**src/rtl/miss_hold_table.sv**
```systemverilog
module miss_hold_table #(
  parameter int ENTRIES = 4,
  parameter int ADDR_W  = 8,
  parameter int PAY_W   = 16
) (
  input  logic              clk,
  input  logic              rst,
  input  logic              enq_valid,
  input  logic [ADDR_W-1:0] enq_addr,
  input  logic [PAY_W-1:0]  enq_payload,
  input  logic              enq_replay,
  input  logic              enq_ready,
  output logic              full,
  input  logic              fill_valid,
  input  logic [ADDR_W-1:0] fill_addr,
  input  logic [ADDR_W-1:0] probe_addr,
  output logic              probe_hit,
  input  logic              sched,
  output logic              deq_valid,
  output logic [ADDR_W-1:0] deq_addr,
  output logic [PAY_W-1:0]  deq_payload,
  input  logic              retire
);

  localparam int IDX_W = (ENTRIES > 1) ? $clog2(ENTRIES) : 1;
  localparam int CNT_W = $clog2(ENTRIES + 1);

  logic [ENTRIES-1:0] vld, rdy, iss;
  logic [ADDR_W-1:0]  addr_q [ENTRIES];
  logic [PAY_W-1:0]   pay_q  [ENTRIES];
  logic [ENTRIES-1:0] older  [ENTRIES];
  logic [IDX_W-1:0]   ring   [ENTRIES];
  logic [IDX_W-1:0]   rd_ptr, wr_ptr;
  logic [CNT_W-1:0]   out_cnt;

  logic [ENTRIES-1:0] cand, probe_vec;
  logic [IDX_W-1:0]   free_idx, pick_idx, tgt, head;
  logic               take, new_enq, rep_enq, pop_out, enq_fill_hit;

  assign cand         = vld & rdy & ~iss;
  assign full         = &vld;
  assign deq_valid    = |cand;
  assign probe_hit    = |probe_vec;
  assign head         = ring[rd_ptr];
  assign take         = sched && deq_valid;
  assign new_enq      = enq_valid && !enq_replay;
  assign rep_enq      = enq_valid && enq_replay;
  assign pop_out      = retire || rep_enq;
  assign tgt          = enq_replay ? head : free_idx;
  assign enq_fill_hit = fill_valid && (fill_addr == enq_addr);
  assign deq_addr     = addr_q[pick_idx];
  assign deq_payload  = pay_q[pick_idx];

  function automatic logic [IDX_W-1:0] bump(input logic [IDX_W-1:0] p);
    return (p == IDX_W'(ENTRIES - 1)) ? '0 : p + IDX_W'(1);
  endfunction

  always_comb begin
    free_idx = '0;
    pick_idx = '0;
    for (int i = ENTRIES - 1; i >= 0; i--) begin
      probe_vec[i] = vld[i] && (addr_q[i] == probe_addr);
      if (!vld[i]) free_idx = IDX_W'(i);
      if (cand[i] && !(|(cand & older_col(i)))) pick_idx = IDX_W'(i);
    end
  end

  function automatic logic [ENTRIES-1:0] older_col(input int k);
    logic [ENTRIES-1:0] c;
    for (int j = 0; j < ENTRIES; j++) c[j] = older[j][k];
    return c;
  endfunction

  always_ff @(posedge clk) begin
    if (rst) begin
      vld     <= '0;
      rdy     <= '0;
      iss     <= '0;
      rd_ptr  <= '0;
      wr_ptr  <= '0;
      out_cnt <= '0;
      for (int i = 0; i < ENTRIES; i++) begin
        older[i] <= '0;
        ring[i]  <= '0;
      end
    end else begin
      for (int i = 0; i < ENTRIES; i++)
        if (fill_valid && vld[i] && addr_q[i] == fill_addr) rdy[i] <= 1'b1;
      if (take) begin
        iss[pick_idx] <= 1'b1;
        ring[wr_ptr]  <= pick_idx;
        wr_ptr        <= bump(wr_ptr);
      end
      if (retire) begin
        vld[head] <= 1'b0;
        rdy[head] <= 1'b0;
        iss[head] <= 1'b0;
      end
      if (pop_out) rd_ptr <= bump(rd_ptr);
      if (take && !pop_out) out_cnt <= out_cnt + CNT_W'(1);
      else if (!take && pop_out) out_cnt <= out_cnt - CNT_W'(1);
      if (enq_valid) begin
        vld[tgt]    <= 1'b1;
        iss[tgt]    <= 1'b0;
        rdy[tgt]    <= enq_ready || enq_fill_hit;
        addr_q[tgt] <= enq_addr;
        pay_q[tgt]  <= enq_payload;
      end
      if (new_enq) begin
        older[tgt] <= '0;
        for (int j = 0; j < ENTRIES; j++)
          if (j != int'(tgt)) older[j][tgt] <= vld[j];
      end
    end
  end

  AST_NO_ENQ_WHEN_FULL: assert property (@(posedge clk) disable iff (rst)
    new_enq |-> !full);
  AST_REPLAY_HAS_OWNER: assert property (@(posedge clk) disable iff (rst)
    rep_enq |-> (out_cnt != '0) && !retire);
  AST_RETIRE_HAS_OWNER: assert property (@(posedge clk) disable iff (rst)
    retire |-> out_cnt != '0);
  AST_SCHED_NEEDS_OFFER: assert property (@(posedge clk) disable iff (rst)
    sched |-> deq_valid);
  AST_OFFER_PERSISTS: assert property (@(posedge clk) disable iff (rst)
    deq_valid && !sched |=> deq_valid);

endmodule

```
**config.mk**
```make
export PLATFORM = sky130hd
export DESIGN_NAME = miss_hold_table
export DESIGN_NICKNAME = d
export VERILOG_FILES = /design/src/rtl/miss_hold_table.sv
export SDC_FILE = /design/constraint.sdc
export NUM_CORES = 1
export LEC_CHECK = 0
export BUFFER_PORTS_ARGS = -buffer_cell sky130_fd_sc_hd__buf_4
export CORE_ASPECT_RATIO = 0.9
export CORE_UTILIZATION = 45
export DETAILED_ROUTE_END_ITERATION = 10
export SLEW_MARGIN = 20
export SYNTH_ARGS = -nofsm -noshare
export SYNTH_HDL_FRONTEND = slang
export SYNTH_SLANG_ARGS = --single-unit
```
**constraint.sdc**
```tcl
create_clock -name clk -period 3.8 [get_ports clk]
set_input_delay 0 -clock clk [delete_from_list [all_inputs] [get_ports clk]]
set_output_delay 0 -clock clk [all_outputs]
set_load 0.01 [all_outputs]
```
==> impl_metrics.csv <==
group,metric,value,unit
detailed_routing,drt-wirelength-per-cell,20.6,um
final_layout,proportion_of_layout_cells_with_a_drive_suffix_above_1,23.0,%
clock_tree,clkLatencyLatePin,0.42,ns
detailed_routing,via_count,4861,
die,number_of_rows_created_at_floorplan,41,
worst_setup_path,setup.reg_to_reg.worst_slack,1.05,ns
detailed_routing,post-route-drc-count,0,
worst_setup_path,worst_setup_path_start_kind,"flip-flop",
pwr,leakage,2.90,nW
worst_hold_path,min_path_type,"input pin to flip-flop",
synthesis,ys.warnings.count,0,
die,die_w,129,um
synthesis,yosys.area_share.xor_xnor,9.71,%
worst_setup_path,timing.setup.critical_path_class,"flip-flop to output pin",
detailed_routing,detail_route.vias_per_cell,5.79,
clock_tree,clock_tree_from_tritoncts,"built",
synthesis,synth_cell_types,56,
synthesis,yosys_register_bits,138,
pwr,worst_ir_drop_vdd,0.375,mV
synthesis,synth-adder-area-share,0.385,%
worst_setup_path,worst_path_largest_cell_delay,0.64,ns
timing,fin_tns_setup,0,ns
die,die_area,14900,sq um
final_layout,layout.nets,684,
place,finalWeightedCongestion,0.874,
timing,timing_worst_slew_pin_value,0.663,ns
worst_setup_path,path_delay_family,"simple AND/OR/NAND/NOR gates",
global_route,gr-usage-met1,34.3,%
global_route,first_global_vias,4732,
final_layout,mostFrequentLayoutCell,"sky130_fd_sc_hd__edfxtp_1",
global_route,grt_busiest_layer,"met2",
synthesis,number_of_flops_mapped_to_enable_cells_by_yosys,104,
global_route,grt_pass1_wl,26500,um
synthesis,synth_flop_cell,"sky130_fd_sc_hd__edfxtp_1",
synthesis,netlist_area,6500,sq um
synthesis,synthesis.instances,539,
worst_setup_path,cp_max_fo,28,
timing,report.final.hold_viol_count,0,
place,dp.final_hpwl,11400,um
timing,max_slew_headroom,55.5,%
synthesis,synth_top_family_by_area,"simple AND/OR/NAND/NOR gates",
global_route,gr-total-overflow,0,
global_route,antenna_found_initial,0,
global_route,pin_count_of_the_biggest_net_entering_global_routing,29,
detailed_routing,iteration_0_drc_markers,472,
timing,finalSetupViolCount,0,
timing,grt_setup_unrepaired,"no",
final_layout,layout-area-overhead-vs-synth,24.5,%
timing,timing.final.max_slew_violations,0,
die,design.core.area,14100,sq um
clock_tree,number_of_clock_sinks,138,
die,fp.dieH,116,um
clock_tree,cts_bufs_inserted,17,
detailed_routing,drt-total-wl,17300,um
pwr,power_per_cell_area,453,nW/um^2
synthesis,synth-seq-area-share,58.6,%
clock_tree,cts-htree-levels,4,
synthesis,yosys.area_share.simple,14.7,%
outcome,status,"finished, final reports clean",
die,io_pins,75,
worst_setup_path,timing.critical_path.cells,"and4b_4, or4_4, nand3_2, o221a_2, buf_4",
synthesis,synth-compound-area-share,12.2,%
die,initial_utilization,46.2,%
timing,final_min_period_over_clock_period,80.0,%
detailed_routing,drt.antenna.violating_nets,0,
clock_tree,cts_resized,0,
global_route,grt_util_all_layers,24.7,%
synthesis,synth_mux_area_share,1.00,%
clock_tree,clock_slew_at_the_register_clock_pins_of_the_worst_setup_and_hold_paths,0.06,ns
job,max-cap-violations,0,
final_layout,antenna-diode-count,0,
clock_tree,cts-root-to-sink-buffers,2,
worst_setup_path,path_buf_inv,1,
synthesis,async_reset_ff_share,0,%
global_route,grt_util_met2,37.5,%
clock_tree,clock-root-buffer,"sky130_fd_sc_hd__clkbuf_16",
synthesis,mean_syn_cell_area,12.1,sq um
detailed_routing,dr.pass1.iters,6,
timing,post-route-min-period,3.04,ns
worst_setup_path,slowest_stage,"sky130_fd_sc_hd__dfxtp_1",
timing,f_max,0.329,GHz
final_layout,final_cell_mix,"sky130_fd_sc_hd__edfxtp_1 (104), sky130_fd_sc_hd__buf_4 (82), sky130_fd_sc_hd__nor2_1 (43), sky130_fd_sc_hd__xor2_1 (43), sky130_fd_sc_hd__dfxtp_1 (34)",
worst_setup_path,critical_path.endpoint_type,"output pin",
global_route,gr-usage-met3,6.79,%
worst_setup_path,cp_data_required_time,3.80,ns
worst_setup_path,crit_arrival,3.04,ns
place,port_buffers,74,
pwr,power,0.00367,W
timing,clock-skew-final,0.0134,ns
synthesis,synth_fp_nets,589,
-- sequential cells by signal, summed over array words and instances (netlist names), named ones only --
name / cells
addr_q: 32
iss: 4
older: 16
pay_q: 64
rd_ptr: 2
rdy: 4
ring: 8
vld: 4
wr_ptr: 2
-- kinds of logic after synthesis --
family	Yosys count
AND/OR/NAND/NOR	166
AO/OA/AOI/OAI	106
multiplexers	4
XOR/XNOR	72
buffers and inverters	51
flip-flops	138
adder cells (fa/ha/maj)	2
-- per-layer routing --
| layer | vias to the layer above | wire (um) |
|---|---|---|
| met5 | - | 0 |
| met4 | 0 | 217 |
| met3 | 17 | 1250 |
| met2 | 184 | 7950 |
| met1 | 2412 | 7920 |
| li1 | 2248 | - |
-- what timing repair did --
action | 4_1_cts | 5_1_grt
setup buffers | 0 | 0
endpoints found under the hold margin | 110 | 0
hold buffers | 28 | 0
-- worst min-delay path: stages --
cell and delay [ns]:
sky130_fd_sc_hd__buf_4 0.09, sky130_fd_sc_hd__a21oi_1 0.10, sky130_fd_sc_hd__mux2i_1 0.15, sky130_fd_sc_hd__nor2_1 0.06
-- synthesized netlist by cell type, types with 13 or more instances --
library cell / count / share of area, %
sky130_fd_sc_hd__nand4_1: 13 / 1.3
sky130_fd_sc_hd__nor2_1: 43 / 2.5
sky130_fd_sc_hd__xor2_1: 43 / 5.8
sky130_fd_sc_hd__inv_1: 16 / 0.92
sky130_fd_sc_hd__o21ai_0: 31 / 2.4
sky130_fd_sc_hd__nand2_1: 23 / 1.3
sky130_fd_sc_hd__nor4_1: 33 / 3.2
sky130_fd_sc_hd__dfxtp_1: 34 / 10
sky130_fd_sc_hd__clkbuf_1: 22 / 1.3
sky130_fd_sc_hd__edfxtp_1: 104 / 48
sky130_fd_sc_hd__o221a_2: 22 / 3.8
sky130_fd_sc_hd__a21oi_1: 14 / 1.1
sky130_fd_sc_hd__xnor2_1: 29 / 3.9
-- where the power goes --
part,switching (W),internal [W]
Clock,0.000603,0.00103
Sequential,0.0000402,0.00167
Combinational,0.000168,0.000147
-- metrics by stage --
| step | area, sq um | std cells | utilization [%] | setup slack, ns | hold slack (ns) |
|---|---|---|---|---|---|
| after floorplan | 6500 | 539 | - | 1.52 | 0.0989 |
| after global placement | 7210 | 780 | 51.3 | 1.19 | 0.204 |
| after detailed placement | 7210 | 780 | 51.3 | 1.10 | 0.206 |
| after CTS | 8090 | 840 | 57.6 | 0.759 | 0.00297 |
| after global routing | 8090 | 840 | 57.6 | 0.630 | 0.0443 |
| final | 8090 | 840 | 57.6 | 0.759 | 0.0176 |
-- final timing paths --
| path | from | endpoint | cells after the start |
|---|---|---|---|
| setup / recovery | vld[2] | deq_addr[0] | 5 |
| hold / removal | enq_valid | flip-flop | 4 |
| hold reg to reg | older[3][2] | older[3][2] | 2 |
| setup reg to reg | vld[2] | addr_q[1][2] | 6 |
-- final cells by class --
| cell class | count | area, sq um |
|---|---|---|
| tap | 193 | 241 |
| sequential | 138 | 3800 |
| multi-input combinational | 350 | 2470 |
| fill | 1185 | 5970 |
| clock inverter | 10 | 116 |
| timing repair buffer | 111 | 916 |
| inverter | 16 | 60.1 |
| clock buffer | 22 | 484 |
Power figures use the tool's default switching activity.
